**src/rtl/dct_pkg.sv**
```systemverilog
package dct_pkg;
    localparam int NUM_TMR   = 2;
    localparam int RUN_BIT   = 30;
    localparam int IEN_BIT   = 29;
    localparam int MODE_LO   = 27;
    localparam int OFF_CTRL  = 'h00;
    localparam int OFF_LOAD  = 'h08;
    localparam int OFF_CNT1  = 'h14;
    localparam int OFF_FLAGS = 'h18;

    typedef enum logic [1:0] {
        ST_IDLE,
        ST_PRIME,
        ST_COUNT
    } tmr_state_e;
endpackage

```
**src/rtl/dct_prescaler.sv**
```systemverilog
module dct_prescaler #(
    parameter int PSC_W = 8
) (
    input  logic             clk,
    input  logic             rst_n,
    input  logic             active,
    input  logic [PSC_W-1:0] limit,
    output logic             tick
);
    logic [PSC_W-1:0] div_q;

    assign tick = active && (div_q >= limit);

    always_ff @(posedge clk) begin
        if (!rst_n || !active || tick) begin
            div_q <= '0;
        end else begin
            div_q <= div_q + 1'b1;
        end
    end
endmodule

```
**src/rtl/dct_channel.sv**
```systemverilog
module dct_channel
    import dct_pkg::*;
#(
    parameter int CNT_W = 24,
    parameter int PSC_W = 8
) (
    input  logic             clk,
    input  logic             rst_n,
    input  logic             ctrl_we,
    input  logic             load_we,
    input  logic             wr_run,
    input  logic             wr_ien,
    input  logic [1:0]       wr_mode,
    input  logic [PSC_W-1:0] wr_psc,
    input  logic [CNT_W-1:0] wr_load,
    output logic             run_q,
    output logic             ien_q,
    output logic [1:0]       mode_q,
    output logic [PSC_W-1:0] psc_q,
    output logic [CNT_W-1:0] load_q,
    output logic [CNT_W-1:0] count_q,
    output logic             expire
);
    tmr_state_e       state_q, state_d;
    logic             pend_q, pend_d;
    logic             run_d;
    logic             tick;
    logic             active;
    logic             periodic;
    logic [CNT_W-1:0] count_d;

    assign periodic = mode_q[0];
    assign active   = (state_q != ST_IDLE);

    dct_prescaler #(.PSC_W(PSC_W)) u_psc (
        .clk    (clk),
        .rst_n  (rst_n),
        .active (active),
        .limit  (psc_q),
        .tick   (tick)
    );

    assign expire = (state_q == ST_COUNT) && tick && (count_q == CNT_W'(1));

    // next-state process
    always_comb begin
        state_d = state_q;
        if (ctrl_we) begin
            run_d = wr_run;
        end else if (expire && !periodic) begin
            run_d = 1'b0;
        end else begin
            run_d = run_q;
        end
        unique case (state_q)
            ST_IDLE: begin
                if (run_d) begin
                    state_d = (pend_q || load_we || count_q == '0) ? ST_PRIME : ST_COUNT;
                end
            end
            ST_PRIME: begin
                if (!run_d)       state_d = ST_IDLE;
                else if (load_we) state_d = ST_PRIME;
                else if (tick)    state_d = ST_COUNT;
            end
            ST_COUNT: begin
                if (!run_d)       state_d = ST_IDLE;
                else if (load_we) state_d = ST_PRIME;
            end
            default: state_d = ST_IDLE;
        endcase
        if (state_d == ST_PRIME)                 pend_d = 1'b0;
        else if (load_we && state_q == ST_IDLE)  pend_d = 1'b1;
        else                                     pend_d = pend_q;
    end

    // datapath / output process
    always_comb begin
        count_d = count_q;
        if (tick) begin
            unique case (state_q)
                ST_PRIME: count_d = load_q;
                ST_COUNT: begin
                    if (count_q == CNT_W'(1))  count_d = periodic ? load_q : '0;
                    else if (count_q == '0)    count_d = load_q;
                    else                       count_d = count_q - 1'b1;
                end
                default: count_d = count_q;
            endcase
        end
    end

    // state register
    always_ff @(posedge clk) begin
        if (!rst_n) begin
            state_q <= ST_IDLE;
            pend_q  <= 1'b0;
            run_q   <= 1'b0;
            ien_q   <= 1'b0;
            mode_q  <= '0;
            psc_q   <= '0;
            load_q  <= '0;
            count_q <= '0;
        end else begin
            state_q <= state_d;
            pend_q  <= pend_d;
            run_q   <= run_d;
            count_q <= count_d;
            if (ctrl_we) begin
                ien_q  <= wr_ien;
                mode_q <= wr_mode;
                psc_q  <= wr_psc;
            end
            if (load_we) load_q <= wr_load;
        end
    end


    oneshot_stop_chk: assert property (@(posedge clk) disable iff (!rst_n)
        (expire && !periodic && !ctrl_we) |=> (state_q == ST_IDLE && !run_q && count_q == '0));

    pause_hold_chk: assert property (@(posedge clk) disable iff (!rst_n)
        (state_q == ST_IDLE) |=> $stable(count_q));

    step_one_chk: assert property (@(posedge clk) disable iff (!rst_n)
        (state_q == ST_COUNT && tick && count_q > CNT_W'(1)) |=> (count_q == $past(count_q) - 1'b1));

    prime_load_chk: assert property (@(posedge clk) disable iff (!rst_n)
        (state_q == ST_PRIME && tick) |=> (count_q == $past(load_q)));
endmodule

```
**src/rtl/dual_countdown_timer.sv**
```systemverilog
module dual_countdown_timer
    import dct_pkg::*;
#(
    parameter int CNT_W  = 24,
    parameter int PSC_W  = 8,
    parameter int ADDR_W = 5
) (
    input  logic              clk,
    input  logic              rst_n,
    input  logic [ADDR_W-1:0] bus_addr,
    input  logic              bus_we,
    input  logic [31:0]       bus_wdata,
    output logic [31:0]       bus_rdata,
    output logic [1:0]        irq
);
    logic [NUM_TMR-1:0] run_w, ien_w, expire_w, clr_hit;
    logic [NUM_TMR-1:0] flag_q;
    logic [1:0]         mode_w  [NUM_TMR];
    logic [PSC_W-1:0]   psc_w   [NUM_TMR];
    logic [CNT_W-1:0]   load_w  [NUM_TMR];
    logic [CNT_W-1:0]   count_w [NUM_TMR];
    logic [31:0]        ctrl_rd [NUM_TMR];
    logic               unused_bits;

    assign unused_bits = ^{bus_wdata[31], bus_wdata[26:CNT_W], count_w[0]};

    for (genvar i = 0; i < NUM_TMR; i++) begin : g_tmr
        logic ctrl_sel, load_sel;
        assign ctrl_sel   = bus_we && (bus_addr == ADDR_W'(OFF_CTRL + 4 * i));
        assign load_sel   = bus_we && (bus_addr == ADDR_W'(OFF_LOAD + 4 * i));
        assign clr_hit[i] = bus_we && (bus_addr == ADDR_W'(OFF_FLAGS)) && bus_wdata[i];

        dct_channel #(.CNT_W(CNT_W), .PSC_W(PSC_W)) u_chan (
            .clk     (clk),
            .rst_n   (rst_n),
            .ctrl_we (ctrl_sel),
            .load_we (load_sel),
            .wr_run  (bus_wdata[RUN_BIT]),
            .wr_ien  (bus_wdata[IEN_BIT]),
            .wr_mode (bus_wdata[MODE_LO+1:MODE_LO]),
            .wr_psc  (bus_wdata[PSC_W-1:0]),
            .wr_load (bus_wdata[CNT_W-1:0]),
            .run_q   (run_w[i]),
            .ien_q   (ien_w[i]),
            .mode_q  (mode_w[i]),
            .psc_q   (psc_w[i]),
            .load_q  (load_w[i]),
            .count_q (count_w[i]),
            .expire  (expire_w[i])
        );

        always_comb begin
            ctrl_rd[i]                      = '0;
            ctrl_rd[i][RUN_BIT]             = run_w[i];
            ctrl_rd[i][IEN_BIT]             = ien_w[i];
            ctrl_rd[i][MODE_LO+1:MODE_LO]   = mode_w[i];
            ctrl_rd[i][PSC_W-1:0]           = psc_w[i];
        end

        always_ff @(posedge clk) begin
            if (!rst_n)            flag_q[i] <= 1'b0;
            else if (expire_w[i])  flag_q[i] <= 1'b1;
            else if (clr_hit[i])   flag_q[i] <= 1'b0;
        end

        assign irq[i] = flag_q[i] & ien_w[i];


        flag_set_chk: assert property (@(posedge clk) disable iff (!rst_n)
            expire_w[i] |=> flag_q[i]);

        flag_clear_chk: assert property (@(posedge clk) disable iff (!rst_n)
            (clr_hit[i] && !expire_w[i]) |=> !flag_q[i]);
    end

    always_comb begin
        bus_rdata = '0;
        case (bus_addr)
            ADDR_W'(OFF_CTRL):      bus_rdata = ctrl_rd[0];
            ADDR_W'(OFF_CTRL + 4):  bus_rdata = ctrl_rd[1];
            ADDR_W'(OFF_LOAD):      bus_rdata = 32'(load_w[0]);
            ADDR_W'(OFF_LOAD + 4):  bus_rdata = 32'(load_w[1]);
            ADDR_W'(OFF_CNT1):      bus_rdata = 32'(count_w[1]);
            ADDR_W'(OFF_FLAGS):     bus_rdata = 32'(flag_q);
            default:                bus_rdata = '0;
        endcase
    end
endmodule

```
**config.mk**
```make
export PLATFORM = sky130hd
export DESIGN_NAME = dual_countdown_timer
export DESIGN_NICKNAME = d
export VERILOG_FILES = /design/src/rtl/dct_pkg.sv /design/src/rtl/dct_prescaler.sv /design/src/rtl/dct_channel.sv /design/src/rtl/dual_countdown_timer.sv
export SDC_FILE = /design/constraint.sdc
export NUM_CORES = 1
export LEC_CHECK = 0
export ABC_AREA = 1
export CAP_MARGIN = 20
export CORE_AREA = 2 2 139 128
export DETAILED_ROUTE_END_ITERATION = 10
export DIE_AREA = 0 0 141 130
export GPL_TIMING_DRIVEN = 0
export PLACE_DENSITY_LB_ADDON = 0.2
export SLEW_MARGIN = 20
export SYNTH_ARGS = -nofsm -noshare
export SYNTH_HDL_FRONTEND = slang
export SYNTH_HIERARCHICAL = 1
export SYNTH_SLANG_ARGS = --single-unit
```
**constraint.sdc**
```tcl
create_clock -name clk -period 2.9 [get_ports clk]
set_input_delay 0.725 -clock clk [delete_from_list [all_inputs] [get_ports clk]]
set_output_delay 0.725 -clock clk [all_outputs]
set_load 0.02 [all_outputs]
```
# Yosys cells after proc, flatten, opt, wreduce, memory -nomap -nowiden
# Cells that the tools add are included.
# op_classes
n_mux	33
bitwise_logic	3
mul	0
n_addsub	4
n_reduce_logical	45
n_eq_ne	13
div_mod_pow	0
shift	0
magnitude_cmp	2
# op_table
operator	n
$pmux 31 s6	1
$mux 24	6
$pmux 24 s2	2
$eq 24x1->1 const B	2
$logic_not 24->1	2
$sub 24x1->24 const B	2
$mux 2	14
$logic_and 1x1->1	17
$add 8x1->8 const B	2
$ge 8x8->1	2
$pmux 2 s3	2
$reduce_bool 2->1	6
$eq 5x4->1 const B	2
$eq 5x5->1 const B	2
$eq 2x1->1 const B	4
$logic_or 1x1->1	8
$mux 1	8
$eq 5x3->1 const B	1
$logic_not 1->1	5
$logic_not 5->1	1
$eq 2x2->1 const B	2
$logic_not 2->1	2
$reduce_and 2->1	2
$reduce_or 2->1	2
other kinds (2)	3
# word_totals
ramBits	0
inputBits	40
register_bits	144
rom_bits	0
word_cells	120
latchBits	0
out_inout_bits	34
memories	0

# Logic depth before layout (Yosys ltp)
# logic_depth
word_depth	11
mapped_depth	22

# Hierarchy
# The synthesis kept the hierarchy.
# modules_own_cells
module	cells_per_inst	n_inst	area_per_inst_um2	seq_area_each_um2
dct_channel	559	2	3728.6	1261.2
dual_countdown_timer	213	1	1031.0	40.0
dct_prescaler at g_tmr[0].u_chan.u_psc	79	1	581.8	160.2
dct_prescaler at g_tmr[1].u_chan.u_psc	79	1	579.3	160.2

# Worst setup path before layout
# OpenSTA, ideal clock, no wires.
# synth_timing
kind	input -> output
startpoint	in bus_addr[1]
endpoint	out bus_rdata[7]
arrival_time_ps	1568
path_buffers	2
path_stages	7
setup_slack_ps	607
cell_sequence	nor2_4 buf_4 nand3_2 inv_2 buf_6 nand2_1 nand3_1
# synth_between
elab_chain_cells	2
elab_cells_between_ends	7
cone_classes	eq/ne (5); mux (1); reduce/logical (1)
# synth_rtl
item	line_no	text
start: declaration	dual_countdown_timer.sv:10	input logic [ADDR_W-1:0] bus_addr,
$eq 5x5->1 (tied with other cells)	dual_countdown_timer.sv:78	case (bus_addr)
$pmux 31 s6 *	dual_countdown_timer.sv:78	
end: declaration	dual_countdown_timer.sv:13	output logic [31:0] bus_rdata,
# Every way passes the cells marked *; elsewhere a longest branch is shown, timed or not.

# Final worst setup path
# layout_timing
startpoint	in bus_addr[4]
endpoint	out bus_rdata[9]
# Same word-level chain as after synthesis.

==> metrics.yaml <==
first_pass_iters: 6
skew_ns: 0.00986
num-nets-final: 1652
avgSynthCellArea_sq_um: 6.48
grtUsageTotal_pct: 32.3
drv_cap: 0
status: "finished, final reports clean"
worstPathRequired_ns: 2.17
routed-via-count: 9996
grt_max_degree: 17
holdBufCountCts: 0
grt_pass1_wl_microns: 46700
fp.coreArea_sq_um: 17100
die_area_sq_um: 18300
insertedDiodeCount: 0
routabilityCongestion: 0.931
portBuffers: 65
startpoint_type: "input port"
hold_viol_final: 0
yosysSeqAreaShare_pct: 29.9
worstSetupEndpointType: "output port"
ys_ff_latch: 144
yosys_warnings: 6
slew_headroom_pct: 60.8
post-route-min-period_ns: 2.80
arrival_ns: 2.08
ioPinCount: 74
irDropWorstVdd_v: 0.000431
cts_buffers: 17
insertion_delay_ns: 0.43
die_y_microns: 130
die_x_microns: 141
total_power_w: 0.00458
slew_viol_final: 0
dpl_worst_slack_ns: -0.675
setup_ws_ns: 0.0982
start_util_pct: 56.4
cts.clk_slew.worst_paths_ns: 0.06
tritoncts: "yes"
grt_overflow_total: 0
dp_hpwl_microns: 22200
clk_root_buffer_cell: "clkbuf_16"
placed_cell_area_sq_um: 10600
dr.first_iter.drc_count: 853
viasPerCell: 5.53
ctsHtreeMaxLevel: 4
drt-total-wl_microns: 29100
leakage_nw: 4.94
cts_buffer_depth: 2
drt_drc_violations_left: 0
max_freq_mhz: 357
p_per_area_nw_per_um2: 409
worst_pin_slew_ns: 0.587
netlist_instances: 1489
synth_top_area_share_pct: 29.9
synth_area_leaders: "dfxtp_1 (30%), nand2_1 (13%), a21oi_1 (9.0%), inv_1 (7.5%), nor2_1 (7.1%)"
syn2layout_area_growth_pct: 15.8
clock-sinks: 144
yosysTopAreaCell: "dfxtp_1"
syn-cell-area_sq_um: 9650
fillCellCount: 1656
rows: 46
rsz0062_at_grt: "false"
antenna_left: 0
wire_per_inst_microns: 16.1
drive_gt1_share_pct: 11.0
crit_path_max_fanout: 10
antenna_found_initial: 0
fin_crit_sh_pct: 96.6
ys_types: 35
finalSetupViolCount: 0
worstSetupPathType: "in2out"
hold_class: "reg2reg"
final_cell_area_sq_um: 11200
grt_pass1_vias: 9577
-- final timing paths --
check	depth (start not counted)	slack [ns]	from	end
max	9	0.1	bus_addr[4]	bus_rdata[9]
min reg2reg	1	0.48	g_tmr[0].u_chan/u_psc/div_q[0]	g_tmr[0].u_chan/u_psc/div_q[0]
max reg2reg	14	0.30	g_tmr[1].u_chan/psc_q[7]	g_tmr[1].u_chan/count_q[7]
min	1	0.48	g_tmr[0].u_chan/u_psc/div_q[0]	g_tmr[0].u_chan/u_psc/div_q[0]
-- metrics by stage --
step	cells	hold WS, ns	utilization, %	TNS, ns
floorplan	1492	0.440	-	0
global placement	1773	0.462	61.9	-20.51
detailed placement	1773	0.467	61.9	-23.12
CTS	1809	0.481	65.4	0
global route	1809	0.514	65.4	0
finish	1809	0.479	65.4	0
-- power breakdown --
part           leakage, nW  switching (W)  internal, W
Clock                0.305       0.000837      0.00149
Combinational         3.47       0.000152    0.0000895
Sequential            1.16      0.0000126      0.00199
Total                 4.94        0.00100      0.00357
-- flip-flops by register name (all words and copies together), names as in the netlist --
name / cells
flag_q: 2
g_tmr.u_chan/count_q: 48
g_tmr.u_chan/ien_q: 2
g_tmr.u_chan/load_q: 48
g_tmr.u_chan/mode_q: 4
g_tmr.u_chan/pend_q: 2
g_tmr.u_chan/psc_q: 16
g_tmr.u_chan/run_q: 2
g_tmr.u_chan/state_q: 4
g_tmr.u_chan/u_psc/div_q: 16
-- kinds of logic after synthesis --
kind of cell	Yosys count	share of synthesized area, %
buffers and inverters	272	11.9
adders and majority gates	32	4.15
and+or+nand+nor	664	31.3
xor gates and xnor gates	42	3.81
AOI/OAI and AO/OA	334	18.9
DFF	144	29.9
other	1	0.0389
-- routing by layer --
layer	vias to the layer above	part of all wire [%]	global-route usage, %
met5	-	0	0
li1	4953	-	-
met1	4578	43	41.5
met3	49	8.6	5.69
met4	0	2.2	10.9
met2	416	47	55.6
-- critical path, cell delays in order --
cell           delay [ns]
dlygate4sd2_1        0.36
inv_2                0.07
buf_4                0.19
nand3_4              0.13
inv_4                0.06
buf_6                0.14
nand2_1              0.06
nand3_1              0.14
buf_4                0.20
-- layout by cell type, fill, tap and decap left out, types with 3 or more instances in the layout --
cell type        count
nand4_4              4
xnor2_1             18
inv_4                4
nor3_1               4
nor2_4              13
clkdlybuf4s50_1     32
clkbuf_1            41
dlygate4sd2_1        5
o21ai_1             26
ha_1                32
nand3_2             15
nor2_2               7
nand4_1             15
clkbuf_8             6
buf_4               24
dfxtp_1            144
o211ai_1            28
conb_1               4
inv_1              194
nand2_2             19
buf_2               26
bufinv_16            3
o211ai_2             6
nor2_1             182
nor2_8               4
xor2_1              24
o22ai_1              4
inv_2                5
nand2_1            325
buf_6                9
clkbuf_16           17
o21ai_0             87
a21oi_1            174
nand3_1             69
-- cell usage after synthesis --
cell type / instances
nand2_2: 19
xnor2_1: 18
o21ai_4: 2
o211ai_2: 6
inv_2: 7
buf_2: 10
a21oi_1: 174
o21bai_1: 2
a21o_1: 2
o21ai_0: 91
buf_4: 13
nand4_1: 15
nor2_2: 7
nand3_2: 14
o21ai_1: 24
inv_1: 194
clkbuf_1: 36
clkinv_1: 2
nor2_4: 13
o211ai_1: 28
nor2_1: 182
ha_1: 32
and2_1: 2
or2_2: 2
conb_1: 1
nand2_1: 325
buf_6: 8
nand3_1: 72
xor2_1: 24
dfxtp_1: 144
o22ai_1: 5
nor3_1: 5
inv_4: 2
nor2_8: 4
nand4_4: 4
-- final cells by class --
| type | instances | area [sq um] | share of cell area [%] |
|---|---|---|---|
| clock inverter | 4 | 95.1 | 0.851 |
| clock buffer | 28 | 527 | 4.71 |
| buffer | 67 | 377 | 3.37 |
| inverter | 205 | 779 | 6.97 |
| timing repair buffer | 69 | 566 | 5.06 |
| sequential | 144 | 2880 | 25.8 |
| multi-input combinational | 1076 | 5680 | 50.8 |
| tap | 216 | 270 | 2.42 |
-- what timing repair did --
item,in CTS,in global routing
setup buffers,3,0
gates cloned,1,0
gates resized for setup,133,4
setup endpoints to repair,28,22
pin swaps,2,0
Power figures use the tool's default switching activity.
